===== config.mk =====
export PLATFORM = sky130hd
export DESIGN_NAME = spi_regport
export DESIGN_NICKNAME = d
export VERILOG_FILES = /design/src/rtl/spi_regport.sv
export SDC_FILE = /design/constraint.sdc
export NUM_CORES = 1
export LEC_CHECK = 0
export ABC_AREA = 1
export CORE_MARGIN = 2
export CORE_UTILIZATION = 54
export DETAILED_ROUTE_END_ITERATION = 8
export GPL_ROUTABILITY_DRIVEN = 0
export PLACE_DENSITY_LB_ADDON = 0.3
export SETUP_SLACK_MARGIN = 0.5
export SLEW_MARGIN = 20
export SYNTH_ARGS = -nofsm -noshare
export SYNTH_HDL_FRONTEND = slang
export SYNTH_SLANG_ARGS = --single-unit

===== constraint.sdc =====
create_clock -name clk -period 1.75 [get_ports clk]
set_input_delay 0.35 -clock clk [delete_from_list [all_inputs] [get_ports clk]]
set_output_delay 0.35 -clock clk [all_outputs]
set_load 0.005 [all_outputs]

===== src/rtl/spi_regport.sv =====
module spi_regport #(
  parameter int SYNC_STAGES = 2,
  parameter int ADDR_W      = 4,
  parameter int DATA_W      = 8
) (
  input  logic              clk,
  input  logic              rst_n,
  input  logic              sck,
  input  logic              cs_n,
  input  logic              mosi,
  output logic              miso,
  output logic [ADDR_W-1:0] reg_addr,
  output logic              reg_wr,
  output logic [DATA_W-1:0] reg_wdata,
  output logic              reg_rd,
  input  logic [DATA_W-1:0] reg_rdata
);
  localparam int CW = $clog2(DATA_W);
  localparam logic [CW-1:0] LAST_BIT = CW'(DATA_W - 1);

  typedef enum logic [1:0] {PH_CMD, PH_WR, PH_RD, PH_SKIP} phase_t;

  logic [SYNC_STAGES-1:0] sck_sy, cs_sy, mosi_sy;
  logic                   sck_d;

  always_ff @(posedge clk or negedge rst_n) begin
    if (!rst_n) begin
      sck_sy  <= '0;
      cs_sy   <= '1;
      mosi_sy <= '0;
      sck_d   <= 1'b0;
    end else begin
      sck_sy  <= {sck_sy[SYNC_STAGES-2:0], sck};
      cs_sy   <= {cs_sy[SYNC_STAGES-2:0], cs_n};
      mosi_sy <= {mosi_sy[SYNC_STAGES-2:0], mosi};
      sck_d   <= sck_sy[SYNC_STAGES-1];
    end
  end

  wire sck_s  = sck_sy[SYNC_STAGES-1];
  wire sel    = ~cs_sy[SYNC_STAGES-1];
  wire mosi_s = mosi_sy[SYNC_STAGES-1];
  wire rise   = sel & sck_s & ~sck_d;
  wire fall   = sel & ~sck_s & sck_d;

  phase_t            ph;
  logic [CW-1:0]     bcnt;
  logic [DATA_W-2:0] shin;
  logic [ADDR_W-1:0] addr, addr_q;
  logic [DATA_W-1:0] tx, wdata_q;
  logic              miso_q, wr_q, rd_q;

  wire              byte_done = rise & (bcnt == LAST_BIT);
  wire [DATA_W-1:0] inb       = {shin, mosi_s};
  wire              cmd_rd    = inb[DATA_W-1];
  wire              cmd_wr_ok = (inb[DATA_W-1:ADDR_W] == '0);

  always_ff @(posedge clk or negedge rst_n) begin
    if (!rst_n) begin
      ph      <= PH_CMD;
      bcnt    <= '0;
      shin    <= '0;
      addr    <= '0;
      addr_q  <= '0;
      tx      <= '0;
      wdata_q <= '0;
      miso_q  <= 1'b0;
      wr_q    <= 1'b0;
      rd_q    <= 1'b0;
    end else begin
      wr_q <= 1'b0;
      rd_q <= 1'b0;
      if (!sel) begin
        ph     <= PH_CMD;
        bcnt   <= '0;
        tx     <= '0;
        miso_q <= 1'b0;
      end else begin
        if (rise) begin
          shin <= {shin[DATA_W-3:0], mosi_s};
          bcnt <= bcnt + 1'b1;
        end
        if (byte_done) begin
          case (ph)
            PH_CMD: begin
              if (cmd_rd) begin
                ph     <= PH_RD;
                rd_q   <= 1'b1;
                addr_q <= inb[ADDR_W-1:0];
                addr   <= inb[ADDR_W-1:0] + 1'b1;
              end else if (cmd_wr_ok) begin
                ph   <= PH_WR;
                addr <= inb[ADDR_W-1:0];
              end else begin
                ph <= PH_SKIP;
              end
            end
            PH_WR: begin
              wr_q    <= 1'b1;
              addr_q  <= addr;
              wdata_q <= inb;
              addr    <= addr + 1'b1;
            end
            PH_RD: begin
              rd_q   <= 1'b1;
              addr_q <= addr;
              addr   <= addr + 1'b1;
            end
            default: ph <= PH_SKIP;
          endcase
        end
        if (rd_q) begin
          tx <= reg_rdata;
        end else if (fall) begin
          miso_q <= tx[DATA_W-1];
          tx     <= {tx[DATA_W-2:0], 1'b0};
        end
      end
    end
  end

  assign miso      = miso_q;
  assign reg_addr  = addr_q;
  assign reg_wr    = wr_q;
  assign reg_wdata = wdata_q;
  assign reg_rd    = rd_q;
endmodule


### Yosys cells after proc, flatten, opt, wreduce, memory -nomap -nowiden

Index checks and enable logic that the tools add are counted.

* add/subtract/negate cells: 3
* multiply operators: 0
* divide/modulo/power cells: 0
* $lt $le $gt $ge: 0
* equality and inequality tests: 7
* shift operators: 0
* multiplexer cells: 25
* bitwise operators: 8
* reductions and logical operators: 14

Operators by type and width (count)
* 8-bit 2-to-1 mux: 3
* 4-bit one-hot mux with 2 select lines: 2
* 4-bit 2-to-1 mux: 3
* 1-bit 2-to-1 mux: 9
* 4-bit by 1-bit adder with 4-bit output (second input constant): 2
* 2-bit 2-to-1 mux: 4
* 4-bit AND reduction: 2
* 2-bit nonzero test: 4
* 3-bit 2-to-1 mux: 2
* 2-bit AND reduction: 3
* 1-bit AND: 5
* 4-bit logical NOT: 1
* 2-bit != test (second input constant): 2
* 2-bit one-hot mux with 2 select lines: 1
* 3-bit by 1-bit adder with 3-bit output (second input constant): 1
* 3-bit equality test (second input constant): 1
* 3-bit != test (second input constant): 1
* 1-bit inverter: 3
* 3-bit AND reduction: 1
* 3-bit nonzero test: 1
* 2-bit by 1-bit equality test with 1-bit output (second input constant): 1
* 2-bit equality test (second input constant): 1
* 2-bit logical NOT: 1
* 2-bit by 1-bit != test with 1-bit output (second input constant): 1
* 2 further kinds: 2

* register bits after elaboration: 46
* bits in latches: 0
* RAM bits: 0
* ROM bits: 0
* input port bits: 13
* output and inout bits: 15
* memories kept: 0

### Longest topological paths before layout

Gate-level depths: netlist (run 1).

* depth in word-level cells: 6
* gate-level depth with buffers: 9
* gate-level depth less buffers: 9

### Worst setup path after synthesis (run 1)

OpenSTA, ideal clock, no wires.

* kind: register to register
* from: register ph[0]
* to: register addr[1]
* library setup time: 117 ps
* data arrival time: 1342 ps
* slack: 291 ps
* stages on the path, launching flop included: 9
* clock period less this slack: 1459 ps
* cells stage by stage: dfrtp_1 -> inv_1 -> ha_1 -> clkbuf_1 -> a21oi_2 -> nand2_1 -> nand2_1 -> nand2_1 -> nand2_1

* word-level cells in the longest chain between the ends: 4
* elaborated cells on any way between the ends: 8
* those cells by class: 3 x eq/ne; 1 x mux; 4 x reduce/logical

RTL lines
* start: declaration: RTL line 46 `phase_t ph;`
* start signal: assignment: RTL line 60 `ph <= PH_CMD;`
* start signal: assignment: RTL line 74 `ph <= PH_CMD;`
* start signal: assignment: RTL line 87 `ph <= PH_RD;`
* 2-bit equality test or 2-bit by 1-bit equality test with 1-bit output (tied branches): RTL line 84 `case (ph)`
* 2-bit OR reduction (no source line)
* 2-bit nonzero test (no source line)
* 4-bit AND reduction (no source line)
* end signal: assignment: RTL line 90 `addr <= inb[ADDR_W-1:0] + 1'b1;`
* end signal: assignment: RTL line 93 `addr <= inb[ADDR_W-1:0];`
* end signal: assignment: RTL line 102 `addr <= addr + 1'b1;`
* end: declaration: RTL line 49 `logic [ADDR_W-1:0] addr, addr_q;`

Several ways; a longest one is shown, not always the timed one.
A chain may end at the register's enable or synchronous reset.

### Final worst setup path (run 1)

* from: register ph[1]
* to: register addr[0]

Same word-level chain as after synthesis.

==> results.json, run 1 <==
{
  "max_slew_margin_pct": 69.8,
  "fin_crit_ps": 1410,
  "power.total_mw": 2.35,
  "cts_root_buffer": "clkbuf_8",
  "synthDistinctLibCells": 28,
  "ys_warn_count": 0,
  "skew_ps": 8.23,
  "worstPathMaxFanout": 4,
  "yosys_register_bits": 46,
  "powerDensity_nw_per_um2": 767,
  "r2r_cells": 8,
  "cts_sinks": 46,
  "cts_buffer_depth": 2,
  "dieArea_sq_um": 4520,
  "fmax_ghz": 0.707,
  "cp_common_cell": "nand2_2",
  "finalInstanceArea_sq_um": 3060,
  "start_util_pct": 57.6,
  "n_fill_cell": 237,
  "place_area_sq_um": 2500,
  "antenna_found_initial": 0,
  "io_pins": 28,
  "status": "finished, final reports clean",
  "fp.dieW_um": 67.2,
  "wire_per_inst_um": 15.1,
  "cts_tree": "yes",
  "worstMarginPinSlew_ps": 454,
  "synth_area_leaders": "dfrtp_1, nand2_1, o21ai_0",
  "critPathCaptureType": "flip-flop",
  "ctsHoldBuffers": 0,
  "grt_max_degree": 47,
  "drive_above_1_share_pct": 37.6,
  "drc": 0,
  "setup_violations": 0,
  "ir_drop_mv": 0.700,
  "syn_avg_cell_area_sq_um": 9.18,
  "finalNetCount": 323,
  "overflow": 0,
  "path_depth": 8,
  "coreArea_sq_um": 3740,
  "drt-initial-drc-count": 173,
  "hold_violations": 0,
  "cpMaxStageDelayCell": "dfrtp_1",
  "yosys.area.top_type": "dfrtp_1",
  "syn_nets": 256,
  "period_share_pct": 80.8,
  "rows": 22,
  "dp_hpwl_um": 2790,
  "yosys.area.top_type_share_pct": 51.0,
  "cp_top_family": "flip-flops",
  "syn_inst": 235,
  "setup_tns_ps": 0,
  "final-instance-count-excl-fill": 351,
  "area_growth_pct": 41.9,
  "path_clk_slew_ps": 80,
  "grt_pass1_wl_um": 8040,
  "drv_slew": 0,
  "maxCapViolations": 0,
  "track_usage_pct": 23.9,
  "numPortBuffers": 27,
  "die_h_um": 67.2,
  "seq_area_frac_synth_pct": 53.5,
  "fin_util_pct": 81.8,
  "timing.critical_path.buf_inv": 2,
  "cp_data_arrival_time_ps": 1650,
  "avgViaCountPerCell": 5.49,
  "syn_area_sq_um": 2160,
  "insertion_delay_ps": 300,
  "drt_pass1_iterations": 4,
  "holdCritPathClass": "in -> async",
  "p_leak_nw": 1.51,
  "via_count": 1926,
  "slowest_delay_ps": 400,
  "routed_wirelength_um": 5320,
  "diodes": 0,
  "rsz0062_at_grt": "yes",
  "seq_area_sq_um": 1150,
  "drtAntennaViolNets": 0,
  "multi_input_area_sq_um": 1090,
  "worstSetupPathType": "reg -> reg",
  "numCtsBuffers": 5,
  "start_kind": "flip-flop",
  "dp.cells": 305,
  "htreeDepth": 2,
  "required_ps": 1990,
  "path_cells": "inv_2 -> ha_4 -> buf_6 -> a21oi_4 -> nand2_2 -> nand2_4 -> nand2_2 -> nand2_2",
  "first_global_vias": 1770
}
## where the power goes
part           internal, mW  leakage, nW  switching [mW]
Clock                 0.466       0.0585           0.343
Sequential             1.12        0.612          0.0592
Combinational         0.133        0.842           0.230
Total                  1.72         1.51           0.632
## worst paths after layout
path / from / to / slack, ps
max reg2reg: ph[1] / addr[0] / 340
min in group clk: mosi_sy[0] / mosi_sy[1] / 360
min reg2reg: mosi_sy[0] / mosi_sy[1] / 360
min: rst_n / sck_sy[0] / 20
max in group asynchronous: rst_n / cs_sy[1] / 1460
max: ph[1] / addr[0] / 340
## cell type report
| type | instances | share of cell area [%] |
|---|---|---|
| repair inverters | 2 | 0.409 |
| inverters | 22 | 3.47 |
| flip-flops and latches | 46 | 37.7 |
| multi-input cells | 163 | 35.6 |
| repair buffers | 62 | 17.0 |
| clock buffers | 7 | 2.82 |
| well taps | 48 | 1.96 |
| clock inverters | 1 | 0.981 |
## state kept, by name, summed over array words and instances, names as in the netlist
register,count
sck_d,1
reg_wr,1
addr,4
reg_wdata,8
reg_rd,1
bcnt,3
ph,2
shin,7
mosi_sy,2
sck_sy,2
reg_addr,4
tx,8
cs_sy,2
miso,1
## Yosys cell counts, drive strengths merged
master,instances
o31ai,4
a21oi,7
a31oi,2
xnor2,1
dfrtp,44
nor2,13
nand3b,1
o21ai,38
dfstp,2
nand2,67
clkbuf,1
nand4,1
or2,2
buf,6
nand3,16
inv,21
ha,8
clkinv,1
## kinds of logic (layout without fill, tap and decap cells)
group	count (synthesis)	count (layout)	synth area share [%]
and+or+nand+nor	100	103	20.9
AOI/OAI and AO/OA	51	51	14.5
DFF	46	46	53.5
buffers and inverters	29	94	6.03
adders and majority gates	8	8	4.64
xor gates and xnor gates	1	1	0.406
## cells in the final DEF (no fill, tap or decap), types with 2 or more instances in the layout
| cell | n |
|---|---|
| a21oi_1 | 4 |
| a21oi_4 | 3 |
| a31oi_1 | 2 |
| buf_12 | 2 |
| buf_2 | 2 |
| buf_4 | 29 |
| buf_6 | 2 |
| clkbuf_2 | 12 |
| clkbuf_8 | 6 |
| clkdlybuf4s15_1 | 2 |
| clkdlybuf4s50_1 | 11 |
| dfrtp_1 | 43 |
| dfstp_2 | 2 |
| ha_1 | 4 |
| ha_4 | 4 |
| inv_1 | 14 |
| inv_2 | 3 |
| inv_4 | 2 |
| inv_6 | 2 |
| nand2_1 | 51 |
| nand2_2 | 9 |
| nand2_4 | 7 |
| nand2_8 | 2 |
| nand3_1 | 15 |
| nor2_1 | 11 |
| o21ai_0 | 26 |
| o21ai_1 | 2 |
| o21ai_2 | 9 |
| o31ai_2 | 3 |
## per-stage QoR
stage	hold slack (ps)	setup WS (ps)
floorplan	54.4	446
global placement	331	261
detailed placement	336	191
CTS	33.7	394
global route	36.2	274
finish	17.5	336
## repair_timing
item | CTS | global route
resized for setup | 52 | 41
endpoints found under the setup margin | 42 | 39
pin swaps | 9 | 11
cloned | 3 | 3
buffers inserted | 23 | 9
## metal layers
metal	global-route usage [%]	routed length [um]	up-vias	part of all wire, %
met4	8.42	120	0	2.3
li1	-	-	906	-
met3	5.17	270	12	5.1
met2	39.1	2680	67	50
met1	31.6	2240	941	42
met5	0	0	-	0
## worst register-to-register path: stages, from the launching register on
cell and delay (ps):
dfrtp_1 400, inv_2 100, ha_4 230, buf_6 130, a21oi_4 200, nand2_2 100, nand2_4 90, nand2_2 50
nand2_2 60
No activity file was read; power rests on OpenSTA's default activity.
==> run 2: changes to the inputs <==
- CORE_UTILIZATION: 54 -> 49
- clock period: 1.75 -> 1.3 ns (I/O delays scaled with it)
==> results.json, run 2 (synthesized netlist as in run 1, its figures left out) <==
{
  "area_growth_pct": 60.8,
  "critPathCaptureType": "flip-flop",
  "fp.dieW_um": 70.4,
  "period_share_pct": 112,
  "final-instance-count-excl-fill": 376,
  "avgViaCountPerCell": 5.50,
  "cts_buffer_depth": 2,
  "maxCapViolations": 0,
  "dieArea_sq_um": 4950,
  "fin_crit_ps": 1460,
  "grt_pass1_wl_um": 9370,
  "cts_tree": "yes",
  "hold_violations": 0,
  "holdCritPathClass": "in -> async",
  "rsz0062_at_grt": "yes",
  "r2r_cells": 7,
  "finalNetCount": 344,
  "worstPathMaxFanout": 5,
  "worstSetupPathType": "reg -> reg",
  "drc": 0,
  "dp.cells": 331,
  "final_common_cell": "dfrtp_1",
  "status": "finished with violations",
  "multi_input_area_sq_um": 1200,
  "insertion_delay_ps": 310,
  "via_count": 2067,
  "track_usage_pct": 24.6,
  "worstMarginPinSlew_ps": 258,
  "overflow": 0,
  "cp_data_arrival_time_ps": 1710,
  "numPortBuffers": 27,
  "skew_ps": 13.0,
  "coreArea_sq_um": 4290,
  "htreeDepth": 2,
  "powerDensity_nw_per_um2": 928,
  "r2r-start": "ph[1]",
  "cts_root_buffer": "clkbuf_8",
  "final_cell_mix": "dfrtp_1, nand2_1, buf_4, o21ai_2, buf_2",
  "required_ps": 1550,
  "antenna_found_initial": 0,
  "ir_drop_mv": 0.832,
  "die_h_um": 70.4,
  "path_clk_slew_ps": 90,
  "drive_above_1_share_pct": 52.2,
  "setup_tns_ps": -1260,
  "wire_per_inst_um": 18.4,
  "grt_max_degree": 24,
  "rows": 24,
  "drtAntennaViolNets": 0,
  "dp_hpwl_um": 3050,
  "setup_violations": 17,
  "drv_slew": 0,
  "failed_checks": "negative setup slack",
  "fmax_ghz": 0.685,
  "layout_setup_ws_ps": -159,
  "drt_pass1_iterations": 4,
  "cts_sinks": 46,
  "diodes": 0,
  "routed_wirelength_um": 6930,
  "n_fill_cell": 227,
  "drt-initial-drc-count": 177,
  "start_util_pct": 50.2,
  "max_slew_margin_pct": 82.7,
  "io_pins": 28,
  "start_kind": "flip-flop",
  "seq_area_sq_um": 1150,
  "rrSetupSlack_ps": -160,
  "first_global_vias": 2001,
  "r2r-end": "ph[1]",
  "numCtsBuffers": 5,
  "p_leak_nw": 1.73
}
run 2: critical path, cell delays in order (launching register included):
cell and delay, ps:
dfrtp_1 400, inv_2 80, ha_4 300, inv_2 70, buf_4 140, a21oi_1 230, nand2_1 80, nand2_1 100
run 2: cell type report:
| type | count | area share [%] |
|---|---|---|
| clock buffer | 6 | 2.38 |
| timing repair buffer | 86 | 24.1 |
| clock inverter | 2 | 0.361 |
| tap | 52 | 1.88 |
| multi-input combinational | 161 | 34.6 |
| sequential | 46 | 33.3 |
| timing repair inverter | 1 | 0.253 |
| inverter | 22 | 3.17 |
run 2: what timing repair did:
| item | 4_1_cts | 5_1_grt |
|---|---|---|
| gates cloned | 4 | 1 |
| pin swaps | 9 | 9 |
| endpoints found under the setup margin | 54 | 99 |
| resized for setup | 109 | 48 |
| hold endpoints to repair | 44 | 0 |
| buffers inserted | 20 | 11 |
| hold buffers | 1 | 0 |
run 2: power breakdown:
part / total [mW] / leakage, nW / internal (mW) / switching (mW)
sequential: 1.62 / 0.612 / 1.51 / 0.115
combinational: 0.664 / 1.07 / 0.281 / 0.383
clock: 0.935 / 0.0472 / 0.428 / 0.507
total: 3.22 / 1.73 / 2.22 / 1.00
run 2: routing by layer:
layer | routed length, um | vias up | GRT usage, %
met4 | 323 | 0 | 12.2
li1 | - | 948 | -
met1 | 2660 | 992 | 29.8
met3 | 452 | 31 | 6.06
met5 | 0 | - | 0
met2 | 3490 | 96 | 40.7
run 2: worst max-delay path by stage:
stage               start           to  cells after the start
floorplan           ph[1]      addr[3]                      8
global placement    ph[1]      addr[2]                      8
detailed placement  ph[1]      addr[2]                      8
CTS                 ph[1]      addr[2]                      8
global route        ph[0]  reg_addr[3]                      7
finish              ph[1]        ph[1]                      7
run 2: stage by stage:
step	power (mW)	worst slack (ps)	hold WS (ps)	cell area, sq um	util (%)
after global routing	3.36	-194	263	3470	80.8
after global placement	2.02	-21.1	51.1	2740	63.7
after CTS	3.06	-42.3	247	3190	74.3
after floorplan	1.88	-3.96	-35.6	2290	-
final	3.22	-159	263	3470	80.8
after detailed placement	2.03	-48.3	55.6	2740	63.7
==> run 3: changes to the inputs <==
- CORE_UTILIZATION: 49 -> 58
- clock period: 1.3 -> 1.71 ns (I/O delays scaled with it)
==> results.json, run 3 (synthesized netlist as in run 1, its figures left out) <==
{
  "final_common_cell": "nand2_1",
  "numCtsBuffers": 5,
  "p_leak_nw": 1.48,
  "setup_tns_ps": 0,
  "rrSetupSlack_ps": 230,
  "numPortBuffers": 27,
  "wire_per_inst_um": 18.7,
  "critPathCapture": "addr[1]",
  "cts_sinks": 46,
  "skew_ps": 7.47,
  "holdCritPathClass": "in -> async",
  "drive_above_1_share_pct": 40.3,
  "path_cells": "ha_1 -> o21ai_0 -> o21ai_0 -> nand2_1 -> nand2_2",
  "dp_hpwl_um": 2760,
  "worstSetupPathType": "reg -> reg",
  "r2r-end": "addr[1]",
  "drc": 0,
  "start_util_pct": 59.8,
  "diodes": 0,
  "drv_slew": 0,
  "io_pins": 28,
  "period_share_pct": 86.3,
  "via_count": 2064,
  "cpMaxStageDelayCell": "dfrtp_1",
  "max_slew_margin_pct": 70.1,
  "dieArea_sq_um": 4220,
  "cts_tree": "yes",
  "power.total_mw": 2.49,
  "drt_pass1_iterations": 5,
  "htreeDepth": 2,
  "area_growth_pct": 43.3,
  "cp_top_family": "flip-flops",
  "insertion_delay_ps": 310,
  "cts_root_buffer": "clkbuf_8",
  "coreArea_sq_um": 3610,
  "rsz0062_at_grt": "yes",
  "antenna_found_initial": 0,
  "finalNetCount": 318,
  "path_clk_slew_ps": 90,
  "worstPathMaxFanout": 5,
  "rows": 22,
  "cp_common_cell": "o21ai_0",
  "path_depth": 5,
  "fp.dieW_um": 65.0,
  "status": "finished, final reports clean",
  "worstMarginPinSlew_ps": 443,
  "powerDensity_nw_per_um2": 804,
  "timing.critical_path.buf_inv": 0,
  "track_usage_pct": 25.8,
  "fmax_ghz": 0.678,
  "r2r_cells": 5,
  "r2r-start": "mosi_sy[1]",
  "overflow": 0,
  "cp_data_arrival_time_ps": 1670,
  "required_ps": 1910,
  "grt_max_degree": 47,
  "cts_buffer_depth": 2,
  "whs_ps": 4.09,
  "ir_drop_mv": 0.648,
  "die_h_um": 65.0,
  "final_cell_mix": "nand2_1, dfrtp_1, buf_4, o21ai_0",
  "fin_crit_ps": 1480,
  "slowest_delay_ps": 450,
  "setup_violations": 0,
  "drt-initial-drc-count": 206,
  "avgViaCountPerCell": 5.97,
  "grt_pass1_wl_um": 8110,
  "hold_violations": 0,
  "routed_wirelength_um": 6480,
  "critPathCaptureType": "flip-flop",
  "first_global_vias": 1772,
  "crit_path_start": "mosi_sy[1]",
  "maxCapViolations": 0,
  "drtAntennaViolNets": 0,
  "start_kind": "flip-flop",
  "fin_util_pct": 85.7
}
run 3: cell count changes in the layout (fill, tap and decap cells not counted), moves of 3 or more:
cell     before  now
buf_4        35   25
nand2_1      41   48
o21ai_1      13    8
nand2_8       1    4
nor2_1        8   11
buf_16        3    0
o21ai_0       7   17
buf_12        7    4
buf_6        12    3
nand2_4      12    4
nand3_1       7   14
nand3_2       8    1
o21ai_2      16   12
run 3: worst min-delay path by stage:
stage / from / to / slack [ps] / depth (start not counted)
after CTS: rst_n / tx[4] / 20 / 2
after global routing: rst_n / tx[4] / 20 / 2
after global placement: sck_sy[0] / sck_sy[1] / 330 / 0
final: rst_n / tx[4] / 4 / 2
after floorplan: rst_n / addr[0] / 50 / 0
after detailed placement: rst_n / tx[4] / 340 / 2
run 3: final cells by class:
cell class	count	area, sq um
sequential	46	1150
clock buffer	7	86.3
multi-input combinational	162	1140
inverter	22	106
tap	48	60.1
fill	178	514
clock inverter	1	30.0
timing repair buffer	60	517
run 3: timing repair:
item	in CTS	in global routing
hold buffers	0	0
gates cloned	2	2
endpoints found under the setup margin	49	37
resized for setup	83	43
buffers inserted	18	10
pin swaps	6	4
run 3: layer usage:
layer / routed length (um) / vias up / track usage [%]
met5: 0 / - / 0
met4: 361 / 0 / 11.4
met3: 387 / 40 / 6.60
met2: 3320 / 108 / 41.4
met1: 2420 / 1019 / 32.9
li1: - / 897 / -
run 3: worst register-to-register path: cells and delay by family (launching register included):
| family | cells | cell delay (ps) |
|---|---|---|
| adders and majority gates | 1 | 320 |
| and+or+nand+nor | 2 | 160 |
| DFF | 1 | 450 |
| AOI/OAI and AO/OA | 2 | 440 |
run 3: per-stage QoR:
| step | worst slack, ps | area, sq um | cells |
|---|---|---|---|
| after floorplan | 406 | 2210 | 235 |
| final | 235 | 3090 | 346 |
| after CTS | 375 | 2840 | 334 |
| after global placement | 293 | 2510 | 306 |
| after detailed placement | 259 | 2510 | 306 |
| after global routing | 204 | 3090 | 346 |
run 3: power breakdown:
group / switching, mW / internal, mW / total [mW]
sequential: 0.0705 / 1.14 / 1.21
clock: 0.367 / 0.477 / 0.844
combinational: 0.271 / 0.157 / 0.428
